## src/rtl/disec_pkg.sv

```systemverilog
package disec_pkg;

  localparam int ADDR_W = 7;
  localparam int BYTE_W = 8;

  typedef enum logic [1:0] {
    PRIM_START = 2'd0,
    PRIM_WRITE = 2'd1,
    PRIM_STOP  = 2'd2
  } prim_kind_e;

  typedef enum logic [2:0] {
    ST_IDLE   = 3'd0,
    ST_OPEN   = 3'd1,
    ST_CCC    = 3'd2,
    ST_RESTART = 3'd3,
    ST_MASK   = 3'd4,
    ST_CLOSE  = 3'd5
  } step_e;

  typedef struct packed {
    logic              direct;
    logic [ADDR_W-1:0] tgt;
    logic [BYTE_W-1:0] events;
  } req_t;

  // Successor of a step; the repeated start only exists in direct mode.
  function automatic step_e step_after(step_e cur, logic direct);
    case (cur)
      ST_OPEN:    return ST_CCC;
      ST_CCC:     return direct ? ST_RESTART : ST_MASK;
      ST_RESTART: return ST_MASK;
      ST_MASK:    return ST_CLOSE;
      default:    return ST_IDLE;
    endcase
  endfunction

  function automatic logic [BYTE_W-1:0] ccc_code(logic direct,
                                                 logic [BYTE_W-1:0] bc_code,
                                                 logic [BYTE_W-1:0] dir_code);
    return direct ? dir_code : bc_code;
  endfunction

endpackage

```

## src/rtl/disec_req_capture.sv

```systemverilog
module disec_req_capture
  import disec_pkg::*;
(
  input  logic clk,
  input  logic rst_n,
  input  logic take,
  input  req_t req_in,
  output req_t req_q
);
  always_ff @(posedge clk or negedge rst_n) begin
    if (!rst_n) req_q <= '0;
    else if (take) req_q <= req_in;
  end
endmodule

```

## src/rtl/disec_step_fsm.sv

```systemverilog
module disec_step_fsm
  import disec_pkg::*;
(
  input  logic  clk,
  input  logic  rst_n,
  input  logic  start,
  input  logic  advance,
  input  logic  direct,
  output step_e step_q,
  output logic  last_fire,
  output logic  done_q
);
  assign last_fire = advance && (step_q == ST_CLOSE);

  always_ff @(posedge clk or negedge rst_n) begin
    if (!rst_n) begin
      step_q <= ST_IDLE;
      done_q <= 1'b0;
    end else begin
      done_q <= last_fire;
      if (step_q == ST_IDLE) begin
        if (start) step_q <= ST_OPEN;
      end else if (advance) begin
        step_q <= step_after(step_q, direct);
      end
    end
  end
endmodule

```

## src/rtl/disec_prim_map.sv

```systemverilog
module disec_prim_map
  import disec_pkg::*;
#(
  parameter logic [ADDR_W-1:0] BCAST_ADDR = 7'h7E,
  parameter logic [BYTE_W-1:0] CCC_BCAST  = 8'h01,
  parameter logic [BYTE_W-1:0] CCC_DIRECT = 8'h81
) (
  input  step_e             step,
  input  req_t              req,
  output logic              valid,
  output prim_kind_e        kind,
  output logic [ADDR_W-1:0] addr,
  output logic [BYTE_W-1:0] data
);
  always_comb begin
    valid = 1'b1;
    kind  = PRIM_START;
    addr  = '0;
    data  = '0;
    case (step)
      ST_OPEN:    addr = BCAST_ADDR;
      ST_CCC: begin
        kind = PRIM_WRITE;
        data = ccc_code(req.direct, CCC_BCAST, CCC_DIRECT);
      end
      ST_RESTART: addr = req.tgt;
      ST_MASK: begin
        kind = PRIM_WRITE;
        data = req.events;
      end
      ST_CLOSE:   kind = PRIM_STOP;
      default:    valid = 1'b0;
    endcase
  end
endmodule

```

## src/rtl/disec_seq.sv

```systemverilog
module disec_seq
  import disec_pkg::*;
#(
  parameter logic [ADDR_W-1:0] BCAST_ADDR = 7'h7E,
  parameter logic [BYTE_W-1:0] CCC_BCAST  = 8'h01,
  parameter logic [BYTE_W-1:0] CCC_DIRECT = 8'h81
) (
  input  logic              clk,
  input  logic              rst_n,
  input  logic              go_i,
  input  logic              direct_i,
  input  logic [ADDR_W-1:0] tgt_addr_i,
  input  logic [BYTE_W-1:0] events_i,
  output logic              busy_o,
  output logic              prim_valid_o,
  output logic [1:0]        prim_kind_o,
  output logic [ADDR_W-1:0] prim_addr_o,
  output logic              prim_rnw_o,
  output logic              prim_i3c_o,
  output logic [BYTE_W-1:0] prim_data_o,
  input  logic              prim_ready_i,
  output logic              done_o
);
  step_e      step;
  req_t       req_q;
  req_t       req_in;
  prim_kind_e kind;
  logic       go_accept;
  logic       hs_fire;
  logic       last_fire;
  logic       map_valid;

  assign busy_o    = (step != ST_IDLE);
  assign go_accept = go_i && !busy_o;
  assign hs_fire   = prim_valid_o && prim_ready_i;
  assign req_in    = '{direct: direct_i, tgt: tgt_addr_i, events: events_i};

  disec_req_capture u_cap (
    .clk(clk), .rst_n(rst_n), .take(go_accept), .req_in(req_in), .req_q(req_q)
  );

  disec_step_fsm u_fsm (
    .clk(clk), .rst_n(rst_n), .start(go_accept), .advance(hs_fire),
    .direct(req_q.direct), .step_q(step), .last_fire(last_fire), .done_q(done_o)
  );

  disec_prim_map #(
    .BCAST_ADDR(BCAST_ADDR), .CCC_BCAST(CCC_BCAST), .CCC_DIRECT(CCC_DIRECT)
  ) u_map (
    .step(step), .req(req_q), .valid(map_valid), .kind(kind),
    .addr(prim_addr_o), .data(prim_data_o)
  );

  assign prim_valid_o = map_valid;
  assign prim_kind_o  = kind;
  assign prim_rnw_o   = 1'b0;
  assign prim_i3c_o   = map_valid;
endmodule

```

## config.mk

```make
export PLATFORM = sky130hd
export DESIGN_NAME = disec_seq
export DESIGN_NICKNAME = d
export VERILOG_FILES = /design/src/rtl/disec_pkg.sv /design/src/rtl/disec_req_capture.sv /design/src/rtl/disec_step_fsm.sv /design/src/rtl/disec_prim_map.sv /design/src/rtl/disec_seq.sv
export SDC_FILE = /design/constraint.sdc
export NUM_CORES = 1
export LEC_CHECK = 0
export ABC_AREA = 1
export CORE_MARGIN = 10
export CORE_UTILIZATION = 51
export CTS_CLUSTER_DIAMETER = 150
export DETAILED_ROUTE_END_ITERATION = 10
export DONT_BUFFER_PORTS = 1
export HOLD_SLACK_MARGIN = 0.05
export PLACE_DENSITY = 0.66
export SLEW_MARGIN = 0
export SYNTH_ARGS = -nofsm -noshare
export SYNTH_HDL_FRONTEND = slang
export SYNTH_SLANG_ARGS = --single-unit
export TNS_END_PERCENT = 5
```

## constraint.sdc

```tcl
create_clock -name clk -period 2.8 [get_ports clk]
set_input_delay 0.42 -clock clk [delete_from_list [all_inputs] [get_ports clk]]
set_output_delay 0.42 -clock clk [all_outputs]
set_load 0.005 [all_outputs]
```

==> results of run 1 <==
==> registers in the layout, summed over array words and instances, names as in the netlist <==
name,flops
u_fsm.done_q,1
u_cap.req_q,16
u_fsm.step_q,3
==> cell type report <==
class / count / area (µm²) / share of cell area
inverter: 22 / 82.6 / 0.0744
tap: 27 / 33.8 / 0.0304
multi-input combinational: 85 / 447 / 0.402
timing repair buffer: 1 / 10.0 / 0.00902
clock buffer: 4 / 36.3 / 0.0327
sequential: 20 / 500 / 0.451
==> metrics by stage <==
stage | instance area [µm²] | std cells
global placement | 1060 | 154
global route | 1110 | 159
detailed placement | 1060 | 154
floorplan | 1100 | 134
CTS | 1110 | 159
finish | 1110 | 159
==> placed cells by master, fill, tap and decap left out <==
master,synthesis,layout
nand3_4,1,1
inv_2,1,1
dfrtp_1,20,20
o21ai_0,1,1
inv_1,21,21
nand2_2,1,1
a21oi_2,7,7
o21a_1,1,1
nand2_1,26,26
nand3_1,4,4
nor2_1,30,30
conb_1,1,1
clkbuf_8,0,1
clkbuf_4,0,3
nor2_4,1,1
nand4_1,1,1
dlygate4sd3_1,0,1
nand3_2,1,1
o21ai_2,10,10
==> logic make-up (layout without fill, tap and decap cells) <==
| group | count (synthesis) | in the layout |
|---|---|---|
| buffers and inverters | 29 | 27 |
| DFF | 20 | 20 |
| and+or+nand+nor | 65 | 65 |
| other | 1 | 1 |
| AOI/OAI and AO/OA | 19 | 19 |
==> what timing repair did <==
item,4_1_cts,5_1_grt
hold buffers,1,0
setup endpoints to repair,0,0
endpoints found under the hold margin,20,0
==> worst max-delay path, stage by stage, from the launching register on <==
cell and delay, ns:
dfrtp_1 0.50, nor2_4 0.22, nand2_2 0.17, o21ai_2 0.12
o21a_1 0.16
==> final timing paths <==
path                       slack, ns              end             from
max                             0.92   prim_data_o[0]  u_fsm.step_q[0]
min                             0.25   u_cap.req_q[9]    tgt_addr_i[1]
max reg2reg                     1.24  u_fsm.step_q[0]  u_fsm.step_q[0]
min reg2reg                     0.49   u_cap.req_q[9]   u_cap.req_q[9]
max in group asynchronous       1.62   u_cap.req_q[4]            rst_n
min in group asynchronous       0.67  u_fsm.step_q[1]            rst_n
==> metal layers <==
metal	up-vias	global-route usage	share of wire
met3	4	0.0602	0.091
met2	33	0.170	0.47
met1	357	0.117	0.42
li1	396	-	-
met4	0	0.0314	0.012
met5	-	0	0
==> where the power goes <==
group | switching [mW] | internal, mW | total, mW
Combinational | 0.377 | 0.182 | 0.558
Sequential | 0.0898 | 0.418 | 0.508
Clock | 0.0804 | 0.0792 | 0.160
Total | 0.547 | 0.679 | 1.23
==> impl_metrics.yaml, run 1 <==
outcome:
  outcome: "completed"
detailed_routing:
  drc: 0
  drt_wl_total_mm: 2.22
  ant_nets: 0
  dr.first_iter.drc_count: 39
  post_drt_wl_per_cell_um: 14.0
  dr.pass1.iters: 4
  num_vias: 790
  vias_per_cell: 4.97
place:
  place_congestion: 0.900
  port-buffer-count: 0
  dp_hpwl_mm: 1.74
  place_ws_ns: 1.23
worst_hold_path:
  min_path_cells: 2
  hp-class: "in -> reg"
cells_and_area:
  fillCellCount: 197
  fin_util: 0.554
  finalNetCount: 153
  areaGrowthSynthToFinish_pct: 0.795
  layout-drive-gt1-share: 0.197
  diodes: 0
floorplan:
  die_area_mm2: 0.00442
  io_pins: 42
  die_h_um: 66.5
  initial_core_util: 0.550
  die_w_um: 66.5
  core-area_mm2: 0.00200
  rows: 16
logic_synthesis:
  yosys-mux-area-fraction: 0
  yosys.area_share.xor_xnor: 0
  synth_edf_count: 0
  synthCells: 134
  synth.most_common_cell: "nor2_1"
  synth_flop_cell: "dfrtp_1"
  synth_seq_cells: 20
  syn_avg_cell_area_um2: 8.22
  synthSimpleGateAreaFrac: 0.256
  ys_types: 18
  synth_area_leaders: "dfrtp_1 45%, nor2_1 10%, nand2_1 8.9%"
  synth-seq-area-share: 0.455
  synth_top_family_by_area: "simple AND/OR/NAND/NOR gates"
  synth.cell_area_mm2: 0.00110
  synth_compound_area_frac: 0.147
  synth_fp_nets: 154
  synth_top_area_share: 0.455
  synth.largest_area_cell: "dfrtp_1"
  synthTopCellsByCount: "30 x nor2_1, 26 x nand2_1, 21 x inv_1"
  ys_warn_count: 0
  async_reset_ff_frac: 1.00
  synth_fa_ha_area_frac: 0
global_route:
  grt_pass1_wl_mm: 3.68
  grt-ovfl-total: 0
  grt_pass1_vias: 837
  grt_max_degree: 36
  antenna_found_initial: 0
  grt_usage: 0.106
setup_path:
  crit_required_ns: 2.38
  arrival_ns: 1.46
  cp-end-kind: "primary output"
  cp_max_fo: 9
  critPathLaunchType: "register"
  crit_type: "reg -> out"
  ff2ff_path_depth: 5
timing:
  fin_ws_ns: 0.918
  final_max_slew_viol_count: 0
  finalCritPeriodShare: 0.672
  finalHoldViolCount: 0
  skew_ns: 0.00272
  tightest_slew_ns: 0.841
  fmax_ghz: 0.531
  whs_ns: 0.254
  rsz0062_at_grt: "false"
  max_slew_margin: 0.437
  finalSetupViolCount: 0
  fin_crit_ns: 1.88
  finalSetupTns_ns: 0
cts:
  clockBufferDepth: 2
  root_buffer: "clkbuf_4"
  h-tree-depth: 1
  cts_setup_buffers: 0
  cts_tree: "built"
  cts_resized: 0
  clkLatencyLatePin_ns: 0.29
  clkSlewWorstSetupHoldPaths_ns: 0.10
  cts_made_buffers: 3
  cts.sinks: 20
pwr:
  power_mw: 1.23
  p_leak_nw: 0.606
  powerDensity_mw_per_mm2: 1100
  ir_worst_vdd_mv: 0.573
flow_run:
  maxCapViolCount: 0
No activity file was read; power rests on OpenSTA's default activity.
==> inputs of run 2 (changes only) <==
==> constraint.sdc (replaced) <==
create_clock -name clk -period 1.89 [get_ports clk]
set_input_delay 0.2835 -clock clk [delete_from_list [all_inputs] [get_ports clk]]
set_output_delay 0.2835 -clock clk [all_outputs]
set_load 0.005 [all_outputs]
==> impl_metrics.yaml, run 2 (same netlist as run 1, synthesis figures left out) <==
outcome:
  outcome: "completed"
cells_and_area:
  largest_register_ffs: 16
  reg_top3: "u_cap.req_q: 16 flops, u_fsm.step_q: 3 flops, u_fsm.done_q: 1 flops"
  regMostFlops: "u_cap.req_q"
  layout_commonest_cell: "nor2_1"
  layout_common_cells: "30 x nor2_1, 26 x nand2_1, 21 x inv_1"
  diodes: 0
  finalNetCount: 153
  layout-drive-gt1-share: 0.197
  areaGrowthSynthToFinish_pct: 2.27
floorplan:
  die_h_um: 66.5
  die_area_mm2: 0.00442
  core-area_mm2: 0.00200
  die_w_um: 66.5
  initial_core_util: 0.550
  rows: 16
  io_pins: 42
pwr:
  pwr-share-comb: 0.429
  switchingPower_mw: 0.810
  ir_worst_vdd_mv: 0.752
  p_sw_frac: 0.424
  p_leak_nw: 0.613
  clkPwrFrac: 0.179
  p_int_mw: 1.10
  powerDensity_mw_per_mm2: 1700
  sequentialPowerShare: 0.392
global_route:
  grt_busiest_layer: "met2"
  grt.met3_usage: 0.0619
  grt-ovfl-total: 0
  grt_pass1_wl_mm: 3.50
  antenna_found_initial: 0
  grt_usage: 0.101
  grt_pass1_vias: 823
  grt_use_met2: 0.165
  grt_use_met1: 0.110
  grt_max_degree: 36
detailed_routing:
  dr.pass1.iters: 4
  vias_per_cell: 4.89
  post_drt_wl_per_cell_um: 13.6
  drt_wl_total_mm: 2.17
  ant_nets: 0
  num_vias: 777
  dr.first_iter.drc_count: 27
  drc: 0
cts:
  clockBufferDepth: 2
  cts.sinks: 20
  cts_made_buffers: 3
  cts_resized: 0
  clkSlewWorstSetupHoldPaths_ns: 0.12
  clkLatencyLatePin_ns: 0.30
  cts_tree: "built"
  h-tree-depth: 1
  root_buffer: "clkbuf_4"
setup_path:
  cp_max_fo: 9
  critPathMaxStageDelay_ns: 0.50
  crit_slowest_cell: "dfrtp_1"
  critPathLaunchType: "register"
  reg2reg_to: "u_fsm.step_q[0]"
  arrival_ns: 1.48
  timing.rr.start: "u_fsm.step_q[0]"
  crit_type: "reg -> out"
  crit_required_ns: 1.61
  reg2reg_slack_ns: 0.33
  ff2ff_path_depth: 5
  cp-end-kind: "primary output"
  crit_path_cell_trace: "nor2_4, nand2_2, o21ai_2, o21a_1"
worst_hold_path:
  hp-start: "events_i[0]"
  hold_end: "u_cap.req_q[0]"
  min_path_cells: 2
  hp-class: "in -> reg"
timing:
  finalCritPeriodShare: 0.933
  skew_ns: 0.0142
  fin_ws_ns: 0.126
  finalSetupViolCount: 0
  tightest_slew_ns: 0.890
  fmax_ghz: 0.567
  finalSetupTns_ns: 0
  finalHoldViolCount: 0
  max_slew_margin: 0.405
  fin_crit_ns: 1.76
  rsz0062_at_grt: "false"
  final_max_slew_viol_count: 0
place:
  dp_hpwl_mm: 1.74
  port-buffer-count: 0
  place_congestion: 0.881
  place_ws_ns: 0.333
flow_run:
  maxCapViolCount: 0
## run 2: changes by cell type in the layout (fill, tap and decap cells not counted), sizes merged
cell / before / now
bufinv: 0 / 1
clkbuf: 4 / 3
## run 2: cell type report
class                           instances  area, µm²
Multi-Input combinational cell         85        447
Fill cell                             204        876
Inverter                               22       82.6
Timing Repair Buffer                    1       10.0
Clock buffer                            3       22.5
Sequential cell                        20        500
Clock inverter                          1       30.0
Tap cell                               27       33.8
## run 2: per-stage QoR
stage | util | hold slack (ns) | cell area (µm²) | std cells | power (mW)
3_5_place_dp | 0.531 | -0.0113 | 1060 | 154 | 1.59
4_1_cts | 0.563 | 0.0917 | 1130 | 159 | 1.95
5_1_grt | 0.563 | 0.0909 | 1130 | 159 | 2.10
2_1_floorplan | - | -0.0121 | 1100 | 134 | 1.54
3_3_place_gp | 0.531 | -0.0114 | 1060 | 154 | 1.56
6_report | 0.563 | 0.0999 | 1130 | 159 | 1.91
## run 2: layer usage
metal	up-vias	wire length (µm)
met5	-	0
met4	0	9
met2	28	1050
met1	347	873
met3	2	232
li1	400	-
## run 2: how the worst max path moves through the flow
stage,startpoint,to,slack [ns],cells past startpoint
after global routing,u_fsm.step_q[0],prim_data_o[0],0.02,4
after global placement,u_fsm.step_q[0],u_fsm.step_q[0],0.39,5
after floorplan,u_fsm.step_q[0],prim_valid_o,0.58,5
after detailed placement,u_fsm.step_q[0],u_fsm.step_q[0],0.33,5
final,u_fsm.step_q[0],prim_data_o[0],0.13,4
after CTS,u_fsm.step_q[0],prim_data_o[0],0.1,4
## run 2: what timing repair did
| item | 4_1_cts | 5_1_grt |
|---|---|---|
| setup buffers | 0 | 0 |
| hold buffers | 1 | 0 |
| endpoints found under the hold margin | 20 | 0 |
## run 2: power by group through the flow
stage / Sequential [mW] / Clock (mW) / Combinational, mW
2_1_floorplan: 0.698 / 0 / 0.837
3_5_place_dp: 0.759 / 0 / 0.833
5_1_grt: 0.780 / 0.370 / 0.952
6_report: 0.750 / 0.342 / 0.819
4_1_cts: 0.749 / 0.352 / 0.846
3_3_place_gp: 0.757 / 0 / 0.808
## run 2: worst max-delay path, delay by kind of cell, from the launching register on
family | cells | cell delay, ns
DFF | 1 | 0.50
and+or+nand+nor | 2 | 0.39
AOI/OAI and AO/OA | 2 | 0.29
